File: src/rtl/uart_status_pkg.sv
package uart_status_pkg;
  localparam int WORD_W   = 16;
  localparam int ERR_N    = 4;   // break, framing, parity, overrun
  localparam int PIN_N    = 4;   // dcd, ri, dsr, cts
  localparam int POS_DR   = 0;
  localparam int POS_ERR  = 1;   // bits 4:1
  localparam int POS_THRE = 5;
  localparam int POS_TEMT = 6;
  localparam int POS_PIN  = 4;   // modem bits 7:4

  typedef struct packed {
    logic             setDr;
    logic             clrDr;
    logic             clrErr;
    logic [ERR_N-1:0] setErr;   // [3]=break [2]=frame [1]=parity [0]=overrun
  } statStrobeT;
endpackage

File: src/rtl/uart_status_ctrl.sv
module uart_status_ctrl
  import uart_status_pkg::*;
(
  input  logic       rxWordLoaded,
  input  logic       frameErrPulse,
  input  logic       parityErrPulse,
  input  logic       breakPulse,
  input  logic       rxOverwritePulse,
  input  logic       rdLineStat,
  input  logic       rdRxData,
  output statStrobeT strobes
);
  always_comb begin
    strobes.setDr  = rxWordLoaded;
    strobes.clrDr  = rdRxData;
    strobes.clrErr = rdLineStat;
    strobes.setErr = {breakPulse, frameErrPulse, parityErrPulse, rxOverwritePulse};
  end
endmodule

File: src/rtl/uart_status_dp.sv
module uart_status_dp
  import uart_status_pkg::*;
#(
  parameter int SYNC_STAGES = 2
) (
  input  logic              clk,
  input  logic              rstN,
  input  statStrobeT        strobes,
  input  logic              txHoldEmpty,
  input  logic              txShiftEmpty,
  input  logic [PIN_N-1:0]  pinsN,      // [3]=dcd [2]=ri [1]=dsr [0]=cts
  output logic [WORD_W-1:0] lineStat,
  output logic [WORD_W-1:0] modemStat
);
  logic [ERR_N-1:0] errFlags;
  logic             dataReady;
  logic             holdEmptyQ;
  logic             allEmptyQ;
  logic [PIN_N-1:0] syncChain [SYNC_STAGES];

  // Sticky error flags: a set in the same cycle as a clear wins
  always_ff @(posedge clk) begin
    if (!rstN) errFlags <= '0;
    else       errFlags <= (strobes.clrErr ? '0 : errFlags) | strobes.setErr;
  end

  // Data ready: cleared only by a receive data read
  always_ff @(posedge clk) begin
    if (!rstN) dataReady <= 1'b0;
    else       dataReady <= (dataReady & ~strobes.clrDr) | strobes.setDr;
  end

  always_ff @(posedge clk) begin
    if (!rstN) begin
      holdEmptyQ <= 1'b1;
      allEmptyQ  <= 1'b1;
    end else begin
      holdEmptyQ <= txHoldEmpty;
      allEmptyQ  <= txHoldEmpty & txShiftEmpty;
    end
  end

  genvar s;
  generate
    for (s = 0; s < SYNC_STAGES; s++) begin : gSync
      if (s == 0) begin : gFirst
        always_ff @(posedge clk) begin
          if (!rstN) syncChain[s] <= '1;
          else       syncChain[s] <= pinsN;
        end
      end else begin : gNext
        always_ff @(posedge clk) begin
          if (!rstN) syncChain[s] <= '1;
          else       syncChain[s] <= syncChain[s-1];
        end
      end
    end
  endgenerate

  always_comb begin
    lineStat = '0;
    lineStat[POS_DR]                  = dataReady;
    lineStat[POS_ERR +: ERR_N]        = errFlags;
    lineStat[POS_THRE]                = holdEmptyQ;
    lineStat[POS_TEMT]                = allEmptyQ;
    modemStat = '0;
    modemStat[POS_PIN +: PIN_N]       = ~syncChain[SYNC_STAGES-1];
  end
endmodule

File: src/rtl/uart_status_regs.sv
module uart_status_regs
  import uart_status_pkg::*;
(
  input  logic        clk,
  input  logic        rstN,
  input  logic        rxWordLoaded,
  input  logic        frameErrPulse,
  input  logic        parityErrPulse,
  input  logic        breakPulse,
  input  logic        rxOverwritePulse,
  input  logic        txHoldEmpty,
  input  logic        txShiftEmpty,
  input  logic        rdLineStat,
  input  logic        rdRxData,
  input  logic        pinDcdN,
  input  logic        pinRiN,
  input  logic        pinDsrN,
  input  logic        pinCtsN,
  output logic [15:0] lineStat,
  output logic [15:0] modemStat
);
  statStrobeT strobes;

  uart_status_ctrl uCtrl (
    .rxWordLoaded    (rxWordLoaded),
    .frameErrPulse   (frameErrPulse),
    .parityErrPulse  (parityErrPulse),
    .breakPulse      (breakPulse),
    .rxOverwritePulse(rxOverwritePulse),
    .rdLineStat      (rdLineStat),
    .rdRxData        (rdRxData),
    .strobes         (strobes)
  );

  uart_status_dp #(.SYNC_STAGES(2)) uDp (
    .clk         (clk),
    .rstN        (rstN),
    .strobes     (strobes),
    .txHoldEmpty (txHoldEmpty),
    .txShiftEmpty(txShiftEmpty),
    .pinsN       ({pinDcdN, pinRiN, pinDsrN, pinCtsN}),
    .lineStat    (lineStat),
    .modemStat   (modemStat)
  );
endmodule

File: config.mk
export PLATFORM = sky130hd
export DESIGN_NAME = uart_status_regs
export DESIGN_NICKNAME = d
export VERILOG_FILES = /design/src/rtl/uart_status_pkg.sv /design/src/rtl/uart_status_ctrl.sv /design/src/rtl/uart_status_dp.sv /design/src/rtl/uart_status_regs.sv
export SDC_FILE = /design/constraint.sdc
export NUM_CORES = 1
export LEC_CHECK = 0
export BUFFER_PORTS_ARGS = -buffer_cell sky130_fd_sc_hd__buf_2
export CORE_ASPECT_RATIO = 1.2
export CORE_MARGIN = 5
export CORE_UTILIZATION = 35
export CTS_CLUSTER_DIAMETER = 150
export DETAILED_ROUTE_END_ITERATION = 16
export PLACE_DENSITY_LB_ADDON = 0.05
export SLEW_MARGIN = 5
export SYNTH_ARGS = -nofsm -noshare
export SYNTH_HDL_FRONTEND = slang
export SYNTH_SLANG_ARGS = --single-unit
File: constraint.sdc
create_clock -name clk -period 1.2 [get_ports clk]
set_input_delay 0.24 -clock clk [delete_from_list [all_inputs] [get_ports clk]]
set_output_delay 0.24 -clock clk [all_outputs]
set_load 0.03 [all_outputs]
==> summary.md <==
| Metric | Value |
|---|---|
| Nets | 106 |
| GP Congestion | approximately 0.57 |
| First-pass detailed-route iteration total | 1 |
| Pins over their slew limit | 0 |
| Layout cells sized above 1 | 0.322 |
| Final wirelength | 936 um |
| Top cell type's share of synthesized area | 0.467 |
| CP Class | register to output port |
| Worst-skew pair later-pin latency | ~270 ps |
| Net Sw Frac | 0.317 |
| Most frequent cell after synthesis | buf_4 |
| Clock power frac | 0.278 |
| Min Tclk post-route | 1040 ps |
| Final Skew | 0.149 ps |
| CTS tree | yes |
| Synth Register Bits | 15 |
| Row Count | 17 |
| Ys flop type | dfxtp_1 |
| Combinational power share | 0.201 |
| Crit path DAT | 800 ps |
| Vias/cell | 3.63 |
| H-tree depth | 1 |
| Fin crit share | 0.868 |
| Leakage | ~0.4 nW |
| Leading area contributor after synthesis | dfxtp_1 |
| Reg2Reg Setup Slack | 510 ps |
| MaxCap Viol Count | 0 |
| Crit-path max FO | 1 |
| Setup TNS | 0 ps |
| Post-CTS setup buffer count | 0 |
| Area Growth Syn to Fin | 9.92% |
| Async set-or-reset flop fraction in the synthesized netlist | 0 |
| I/O pin count | 47 |
| Synth cell types | 9 |
| Core region area | 1790 um2 |
| Dpl ws | 338 ps |
| Pin count of the biggest net entering global routing | 16 |
| Status | finished, final reports clean |
| Die area | roughly 2800 um2 |
| Syn_area_per_cell | 9.74 um2 |
| First-pass GRT wire length | 1410 um |
| Cells after Synth | 66 |
| Hold violation total from the final report | 0 |
| Initial antenna violation count | 0 |
| Initial drt markers | 0 |
| Crit-path cells | inv_1 > buf_2 |
| Cell Area, Synth | about 640 um2 |
| Cell internal pwr | 0.000697 W |
| DRC | 0 |
| Worst R2R End | uDp.dataReady |
| Die X | 49.1 um |
| Post-route ant nets | 0 |
| Overflow after GRT | 0 |
| Delay-heaviest family, CP | flip-flops |
| Worst R2R Start | uDp.dataReady |
| WHS Endpoint | uDp.syncChain[0][1] |
| # resized after CTS | 0 |
| CP Capture Type | output port |
| Initial Util | 0.360 |
| Yosys Warn Count | 0 |
| Worst setup SP type | register |
| Dominant cells by area after synthesis | dfxtp_1 47%, buf_4 29%, nand2b_1 5.8% |
| Setup WS post-layout | 159 ps |
| Net Sw Power | roughly 0.00032 W |
| Post-CTS Hold Buffers | 0 |
| CTS clock-pin slew for the worst setup and hold paths | 90 ps |
| Crit-path max cell delay | 310 ps |
| Total CTS buffers | 3 |
| Die Y | about 57 um |
| Worst R2R Path Depth | 2 |
| CTS Root Cell | clkbuf_4 |
| Seq pwr share | 0.521 |
| Final setup viols | 0 |
| # port buffers | 25 |
| Hold WS | 135 ps |
| Hold Crit Class | input pin to register |
| PD cells | 1440 nW/um2 |
| Final Instance Area | 707 um2 |
| Slowest cell on crit path | dfxtp_1 |
| Clock Tree Buf Depth | 2 |
| All-Layer GR Usage | 0.0663 |
| CP Data Required Time | 960 ps |
| N_diodes | 0 |
| Unrepaired setup endpoints after global routing | false |
| Maximum VDD drop | 607 uV |
| EDFF count, synth | 0 |
| Buffers & Inverters on Critical Path | 2 |
| F_max | slightly below 1000 MHz |
| Via Count | 396 |
| WHS Path Cells | 2 |
| Hold path startpoint | pinDsrN |
| DP HPWL | 772 um |
| Register area share after synthesis | 0.467 |
| Drt wl/cell | between 8 and 9 um |
| Synth top cells by count | 25 x buf_4, 15 x dfxtp_1, 6 x nand2b_1 |
| Placed Instance Area | 679 um2 |
| Num Clock Sinks | 15 |
| Vias in the first global route | 357 |
-- through the flow --
step                      total power (W)   util  cells
final                             0.00102  0.396    109
after global routing              0.00109  0.396    109
after CTS                         0.00104  0.396    109
after detailed placement         0.000749  0.380    105
after global placement           0.000748  0.380    105
after floorplan                  0.000764      -     86
-- cell usage in the layout (no fill, tap or decap) --
master     n
clkinv_2   1
o21a_1     5
dfxtp_1   15
or2b_1     3
nand2_1    2
inv_1      4
nand2b_1   6
nor2b_1    5
buf_2     25
clkbuf_4   3
conb_1    21
-- power groups by stage --
stage | registers (W) | clock network (W) | logic, W
floorplan | 0.000561 | 0 | 0.000203
global placement | 0.000544 | 0 | 0.000205
detailed placement | 0.000544 | 0 | 0.000206
CTS | 0.000532 | 0.000300 | 0.000206
global route | 0.000535 | 0.000334 | 0.000219
finish | 0.000531 | 0.000284 | 0.000205
-- cell families (layout without fill, tap and decap cells) --
family                 Yosys count  after routing  synth area share
other                            1             21           0.00583
buffers and inverters           29             33             0.315
and+or+nand+nor                 16             16             0.154
DFF                             15             15             0.467
AOI/OAI and AO/OA                5              5            0.0584
-- sequential cells by signal, indices dropped and copies added, names as in the netlist --
signal,flops
uDp.syncChain,8
uDp.holdEmptyQ,1
uDp.dataReady,1
uDp.errFlags,4
uDp.allEmptyQ,1
-- layout make-up --
| class | count | area [um2] |
|---|---|---|
| Fill cell | 197 | 1080 |
| Sequential cell | 15 | 300 |
| Multi-Input combinational cell | 42 | 215 |
| Timing Repair Buffer | 25 | 125 |
| Tap cell | 19 | 23.8 |
| Clock buffer | 3 | 22.5 |
| Inverter | 4 | 15.0 |
| Clock inverter | 1 | 5.00 |
-- how the worst max path moves through the flow --
stage / startpoint / cells after the start / slack, ps / end
floorplan: uDp.errFlags[0] / 2 / 390 / uDp.errFlags[0]
global placement: rstN / 2 / 360 / uDp.syncChain[1][2]
detailed placement: rstN / 2 / 340 / uDp.syncChain[0][2]
CTS: uDp.syncChain[1][2] / 2 / 140 / modemStat[6]
global route: uDp.syncChain[1][2] / 2 / 90 / modemStat[6]
finish: uDp.syncChain[1][2] / 2 / 160 / modemStat[6]
-- worst register-to-register path: cells and delay by family, from the launching register on --
| kind | cells | cell delay [ps] |
|---|---|---|
| compound gates | 1 | 150 |
| simple gates | 1 | 120 |
| flops | 1 | 320 |
-- per-layer routing --
layer / GRT usage / share of wire
met1: 0.0601 / 0.33
met2: 0.0994 / 0.47
met3: 0.0444 / 0.19
met4: 0.0577 / 0.011
met5: 0 / 0
No activity file was read; power rests on OpenSTA's default activity.
